===== config.mk =====
export PLATFORM = sky130hd
export DESIGN_NAME = gpio_port_regs
export DESIGN_NICKNAME = d
export VERILOG_FILES = /design/src/rtl/gpio_pkg.sv /design/src/rtl/gpio_sync.sv /design/src/rtl/gpio_regfile.sv /design/src/rtl/gpio_pad_ctl.sv /design/src/rtl/gpio_rd_mux.sv /design/src/rtl/gpio_port_regs.sv
export SDC_FILE = /design/constraint.sdc
export NUM_CORES = 1
export LEC_CHECK = 0
export BUFFER_PORTS_ARGS = -buffer_cell sky130_fd_sc_hd__buf_2
export CAP_MARGIN = 20
export CORE_MARGIN = 2
export CORE_UTILIZATION = 47
export DETAILED_ROUTE_END_ITERATION = 8
export MAX_ROUTING_LAYER = met4
export PLACE_DENSITY = 0.77
export SLEW_MARGIN = 5
export SYNTH_ARGS = -nofsm -noshare
export SYNTH_HDL_FRONTEND = slang
export SYNTH_SLANG_ARGS = --single-unit

===== constraint.sdc =====
create_clock -name clk -period 0.9 [get_ports clk]
set_clock_uncertainty 0.05 [all_clocks]
set_input_delay 0.045 -clock clk [delete_from_list [all_inputs] [get_ports clk]]
set_output_delay 0.045 -clock clk [all_outputs]
set_load 0.01 [all_outputs]

===== src/rtl/gpio_pkg.sv =====
// Shared register map for the GPIO port block.
// Assumes a 2-bit word address on the register bus.
package gpio_pkg;
    localparam int unsigned ADDR_W = 2;

    typedef enum logic [ADDR_W-1:0] {
        REG_DATA = 2'd0,
        REG_DIR  = 2'd1,
        REG_PULL = 2'd2,
        REG_NONE = 2'd3
    } reg_addr_e;
endpackage


===== src/rtl/gpio_sync.sv =====
// Multi-stage synchronizer for asynchronous pad inputs.
// Assumes the inputs are level signals. Each bit is sampled on its own, and
// no bus coherence between bits is claimed.
module gpio_sync #(
    parameter int unsigned WIDTH  = 8,
    parameter int unsigned STAGES = 2
) (
    input  logic             clk,
    input  logic             rst_n,
    input  logic [WIDTH-1:0] async_in,
    output logic [WIDTH-1:0] sync_out
);
    logic [WIDTH-1:0] stg [STAGES];

    // Shift the pin levels through the synchronizer chain.
    always_ff @(posedge clk) begin
        if (!rst_n) begin
            for (int s = 0; s < STAGES; s++) stg[s] <= '0;
        end else begin
            stg[0] <= async_in;
            for (int s = 1; s < STAGES; s++) stg[s] <= stg[s-1];
        end
    end

    assign sync_out = stg[STAGES-1];
endmodule


===== src/rtl/gpio_regfile.sv =====
// Holds the port latch, direction mask and pull-up mask.
// Assumes single-cycle writes. A write at an unmapped address is dropped.
module gpio_regfile
    import gpio_pkg::*;
#(
    parameter int unsigned WIDTH = 8
) (
    input  logic              clk,
    input  logic              rst_n,
    input  logic              wr,
    input  logic [ADDR_W-1:0] addr,
    input  logic [WIDTH-1:0]  wdata,
    output logic [WIDTH-1:0]  latch_q,
    output logic [WIDTH-1:0]  dir_q,
    output logic [WIDTH-1:0]  pull_q
);
    logic wr_data, wr_dir, wr_pull;

    // Decode the write strobe into one enable per register.
    always_comb begin
        wr_data = wr && (addr == REG_DATA);
        wr_dir  = wr && (addr == REG_DIR);
        wr_pull = wr && (addr == REG_PULL);
    end

    // Port latch: loaded on any data write, whatever the direction setting.
    always_ff @(posedge clk) begin
        if (!rst_n)       latch_q <= '0;
        else if (wr_data) latch_q <= wdata;
    end

    // Direction mask: 1 means output. Write-only from the bus.
    always_ff @(posedge clk) begin
        if (!rst_n)      dir_q <= '0;
        else if (wr_dir) dir_q <= wdata;
    end

    // Pull-up mask.
    always_ff @(posedge clk) begin
        if (!rst_n)       pull_q <= '0;
        else if (wr_pull) pull_q <= wdata;
    end

    AST_LATCH_LOADS: assert property (@(posedge clk) disable iff (!rst_n)
        (wr && addr == REG_DATA) |=> (latch_q == $past(wdata)));
    AST_DIR_HOLDS: assert property (@(posedge clk) disable iff (!rst_n)
        !(wr && addr == REG_DIR) |=> $stable(dir_q));
endmodule


===== src/rtl/gpio_pad_ctl.sv =====
// Per-pin pad control: output source, driver enable and pull-up gating.
// Assumes stop_mode is already synchronous to clk.
module gpio_pad_ctl #(
    parameter int unsigned WIDTH = 8
) (
    input  logic             clk,
    input  logic             rst_n,
    input  logic [WIDTH-1:0] latch_q,
    input  logic [WIDTH-1:0] dir_q,
    input  logic [WIDTH-1:0] pull_q,
    input  logic [WIDTH-1:0] periph_sel,
    input  logic [WIDTH-1:0] periph_out,
    input  logic             stop_mode,
    output logic [WIDTH-1:0] drv_val,
    output logic [WIDTH-1:0] pad_oe,
    output logic [WIDTH-1:0] pad_pu
);
    for (genvar i = 0; i < WIDTH; i++) begin : g_pin
        // Choose the driver source, gate the enable with stop and the pull-up with direction.
        always_comb begin
            drv_val[i] = periph_sel[i] ? periph_out[i] : latch_q[i];
            pad_oe[i]  = dir_q[i] && !stop_mode;
            pad_pu[i]  = pull_q[i] && !dir_q[i];
        end
    end

    AST_STOP_FLOATS: assert property (@(posedge clk) disable iff (!rst_n)
        stop_mode |-> (pad_oe == '0));
    AST_PULL_INPUT_ONLY: assert property (@(posedge clk) disable iff (!rst_n)
        ((pad_pu & dir_q) == '0));
endmodule


===== src/rtl/gpio_rd_mux.sv =====
// Read-data multiplexer for the register bus.
// Assumes a combinational read: rdata is valid in the cycle rd is high.
// The direction address returns zero, and software must treat that value as undefined.
module gpio_rd_mux
    import gpio_pkg::*;
#(
    parameter int unsigned WIDTH = 8
) (
    input  logic              clk,
    input  logic              rst_n,
    input  logic              rd,
    input  logic [ADDR_W-1:0] addr,
    input  logic [WIDTH-1:0]  pin_sync,
    input  logic [WIDTH-1:0]  drv_val,
    input  logic [WIDTH-1:0]  dir_q,
    input  logic [WIDTH-1:0]  pull_q,
    output logic [WIDTH-1:0]  rdata
);
    logic [WIDTH-1:0] data_view;

    // Per pin: the pad level for inputs, the driven value for outputs.
    always_comb begin
        for (int i = 0; i < WIDTH; i++)
            data_view[i] = dir_q[i] ? drv_val[i] : pin_sync[i];
    end

    // Select the register that appears on the read bus.
    always_comb begin
        rdata = '0;
        if (rd) begin
            case (addr)
                REG_DATA: rdata = data_view;
                REG_PULL: rdata = pull_q;
                default:  rdata = '0;
            endcase
        end
    end

    AST_RD_QUIET: assert property (@(posedge clk) disable iff (!rst_n)
        !rd |-> (rdata == '0));
endmodule


===== src/rtl/gpio_port_regs.sv =====
// Top of the GPIO port: register file, input synchronizer, pad control
// and read multiplexer.
// Assumes a single-cycle bus with separate read and write strobes.
module gpio_port_regs
    import gpio_pkg::*;
#(
    parameter int unsigned WIDTH       = 8,
    parameter int unsigned SYNC_STAGES = 2
) (
    input  logic              clk,
    input  logic              rst_n,
    input  logic [ADDR_W-1:0] bus_addr,
    input  logic              bus_wr,
    input  logic              bus_rd,
    input  logic [WIDTH-1:0]  bus_wdata,
    output logic [WIDTH-1:0]  bus_rdata,
    input  logic [WIDTH-1:0]  pin_in,
    input  logic [WIDTH-1:0]  periph_sel,
    input  logic [WIDTH-1:0]  periph_out,
    input  logic              stop_mode,
    output logic [WIDTH-1:0]  pad_out,
    output logic [WIDTH-1:0]  pad_oe,
    output logic [WIDTH-1:0]  pad_pu
);
    logic [WIDTH-1:0] latch_q, dir_q, pull_q, pin_sync, drv_val;

    gpio_regfile #(.WIDTH(WIDTH)) u_regs (
        .clk(clk), .rst_n(rst_n), .wr(bus_wr), .addr(bus_addr),
        .wdata(bus_wdata), .latch_q(latch_q), .dir_q(dir_q), .pull_q(pull_q)
    );

    gpio_sync #(.WIDTH(WIDTH), .STAGES(SYNC_STAGES)) u_sync (
        .clk(clk), .rst_n(rst_n), .async_in(pin_in), .sync_out(pin_sync)
    );

    gpio_pad_ctl #(.WIDTH(WIDTH)) u_pad (
        .clk(clk), .rst_n(rst_n), .latch_q(latch_q), .dir_q(dir_q),
        .pull_q(pull_q), .periph_sel(periph_sel), .periph_out(periph_out),
        .stop_mode(stop_mode), .drv_val(drv_val), .pad_oe(pad_oe), .pad_pu(pad_pu)
    );

    gpio_rd_mux #(.WIDTH(WIDTH)) u_rd (
        .clk(clk), .rst_n(rst_n), .rd(bus_rd), .addr(bus_addr),
        .pin_sync(pin_sync), .drv_val(drv_val), .dir_q(dir_q),
        .pull_q(pull_q), .rdata(bus_rdata)
    );

    assign pad_out = drv_val;

    AST_OE_TRACKS_DIR: assert property (@(posedge clk) disable iff (!rst_n)
        (bus_wr && bus_addr == REG_DIR && !stop_mode) |=>
        (stop_mode || pad_oe == $past(bus_wdata)));
endmodule


==> flow_metrics.tcl <==
set metrics [dict create \
    max_slew.worst_pin.slew_ps 512.2 \
    avgRoutedWirePerCell_um 16.06 \
    met3_usage_pct 5.308 \
    antennaDiodeCount 0 \
    dp_cells 308 \
    finalSetupViolations 34 \
    grt_pass1_vias 1697 \
    grt_max_degree 41 \
    max_freq_mhz 780.3 \
    finalPower_mw 4.032 \
    port_buffers 70 \
    maxSlewViolCount 0 \
    setup_tns_ps -7559 \
    ir_worst_vdd_uv 1152 \
    hpwl_mm 3.082 \
    crit_family "flip-flops" \
    most-common-layout-cells "57 x buf_2, 23 x buf_6, 22 x buf_4" \
    firstDrtPassIters 4 \
    worstPathArrival_ps 1190 \
    antenna_left 0 \
    netlist_area_um2 1762 \
    ys_ff_latch 40 \
    drt_wl_total_mm 5.589 \
    grt_overflow 0 \
    gr-usage-all-layers_pct 26.53 \
    grt_util_met1_pct 30.74 \
    hold_class "input port to register" \
    first_iter_violations 131 \
    hold_violations 0 \
    cp.required_ps 810 \
    p_leak_nw 1.331 \
    critical_path.max_fanout 2 \
    syn_inst 184 \
    cts_root_buf "clkbuf_8" \
    num_vias 1753 \
    maxCapViolations 0 \
    start_util_pct 48.48 \
    clock-sinks 40 \
    numCtsBuffers 5 \
    synth_cell_types 19 \
    die_y_um 65.23 \
    startpoint_type "register" \
    cp_slowest_cell "dfxtp_2" \
    dieArea_um2 4254 \
    finalCritPeriodShare_pct 142.4 \
    clk_pin_slew_ps 80 \
    rsz0062_at_grt "true" \
    fin_ws_ps -381.5 \
    place.gp.congestion 0.8702 \
    nets 338 \
    slowest_delay_ps 340 \
    antenna_found_initial 0 \
    layout_commonest_cell "buf_2" \
    syn-num-nets 223 \
    drcViolationCount 0 \
    die_x_um 65.23 \
    crit_type "register to output port" \
    fp-row-count 22 \
    ys_seq_area_share_pct 45.45 \
    final_cells 348 \
    routed_via_density 5.037 \
    end_kind "output port" \
    utilization_pct 81.27 \
    cts_tree "built" \
    period_minus_slack_ps 1282 \
    violations "negative setup slack" \
    relSlewSlack_pct 65.85 \
    outcome "finished with violations" \
    cts_buffer_depth 2 \
    ys.warnings.count 0 \
    path_cells "mux2_4, nand3_2, a21boi_1, buf_2" \
    core-area_um2 3633 \
    drive_gt1_share_pct 57.33 \
    power_density_nw_per_um2 1365 \
    syn-mean-instance-area_um2 9.574 \
    holdWs_ps 136.6 \
    worst_skew_pair.late_latency_ps 290 \
    htree_num_levels 2 \
    busiest_layer "met2" \
    crit_buf_inv 1 \
    area_growth_pct 67.61 \
    grt_first_pass_wirelength_mm 8.155 \
    num_io_pins 71 \
    globalRouteMet2Util_pct 44.52 \
]
worst min-delay path: stages:
cell and delay (ps):
buf_2 120, buf_4 150, nand3_1 70, a21boi_1 50
routing by layer:
metal	part of all wire, %	up-vias
met5	0	-
met4	3.5	0
met3	5.2	19
met2	51	83
met1	41	803
li1	-	848
synthesized netlist by cell type:
library cell | number | area [um2]
a21boi_0 | 6 | 45.04
a21boi_1 | 10 | 75.07
a32oi_1 | 8 | 70.07
and2_1 | 16 | 100.1
buf_2 | 1 | 5.000
buf_4 | 4 | 30.03
buf_6 | 1 | 11.26
clkbuf_1 | 5 | 18.77
dfxtp_1 | 40 | 800.8
inv_1 | 8 | 30.03
mux2_2 | 8 | 90.09
mux2i_1 | 16 | 160.2
nand2_1 | 8 | 30.03
nand3_1 | 16 | 80.08
nand3b_1 | 2 | 15.01
nor2_1 | 8 | 30.03
nor2_2 | 1 | 6.260
nor2b_1 | 25 | 156.4
nor3b_1 | 1 | 7.510
power by group:
group | switching (mW) | total [mW] | leakage [nW] | internal, mW
logic | 0.300 | 0.707 | 0.939 | 0.407
clock network | 0.623 | 1.44 | 0.0541 | 0.820
registers | 0.0472 | 1.88 | 0.337 | 1.84
layout make-up:
class	count	area (um2)
clock buffers	5	68.82
clock inverters	3	42.54
flip-flops and latches	40	834.6
well taps	48	60.06
repair buffers	119	889.6
fillers	213	680.7
multi-input cells	125	1022
inverters	8	35.03
path summary, 6_finish.rpt:
kind,startpoint,to,slack [ps],depth (start not counted)
min,bus_wr,u_regs.pull_q[1],140,4
max reg2reg,u_regs.dir_q[3],u_regs.dir_q[3],-40,4
min reg2reg,u_sync.stg[0][4],u_sync.stg[0][12],390,1
max,u_regs.latch_q[4],bus_rdata[4],-380,4
state kept, by name, indices dropped and copies added, names as in the netlist:
| register | count |
|---|---|
| u_sync.stg | 16 |
| u_regs.dir_q | 8 |
| u_regs.latch_q | 8 |
| u_regs.pull_q | 8 |
per-stage QoR:
step                      worst slack [ps]  cell area, um2
after CTS                           -368.9            2760
after floorplan                      36.97            1762
after global routing                -422.4            2953
after global placement              -123.6            2252
final                               -381.5            2953
after detailed placement            -128.6            2252
repair_timing:
action,CTS,global route
hold buffers,16,0
gates resized for setup,59,34
buffers inserted,9,7
endpoints found under the setup margin,32,32
hold endpoints to repair,20,0
pin swaps,17,2
kinds of logic after synthesis:
group,synth area share [%]
buf+inv,5.398
simple gates,24.15
flops,45.45
mux,14.20
compound gates,10.80
No activity file was read; power rests on OpenSTA's default activity.
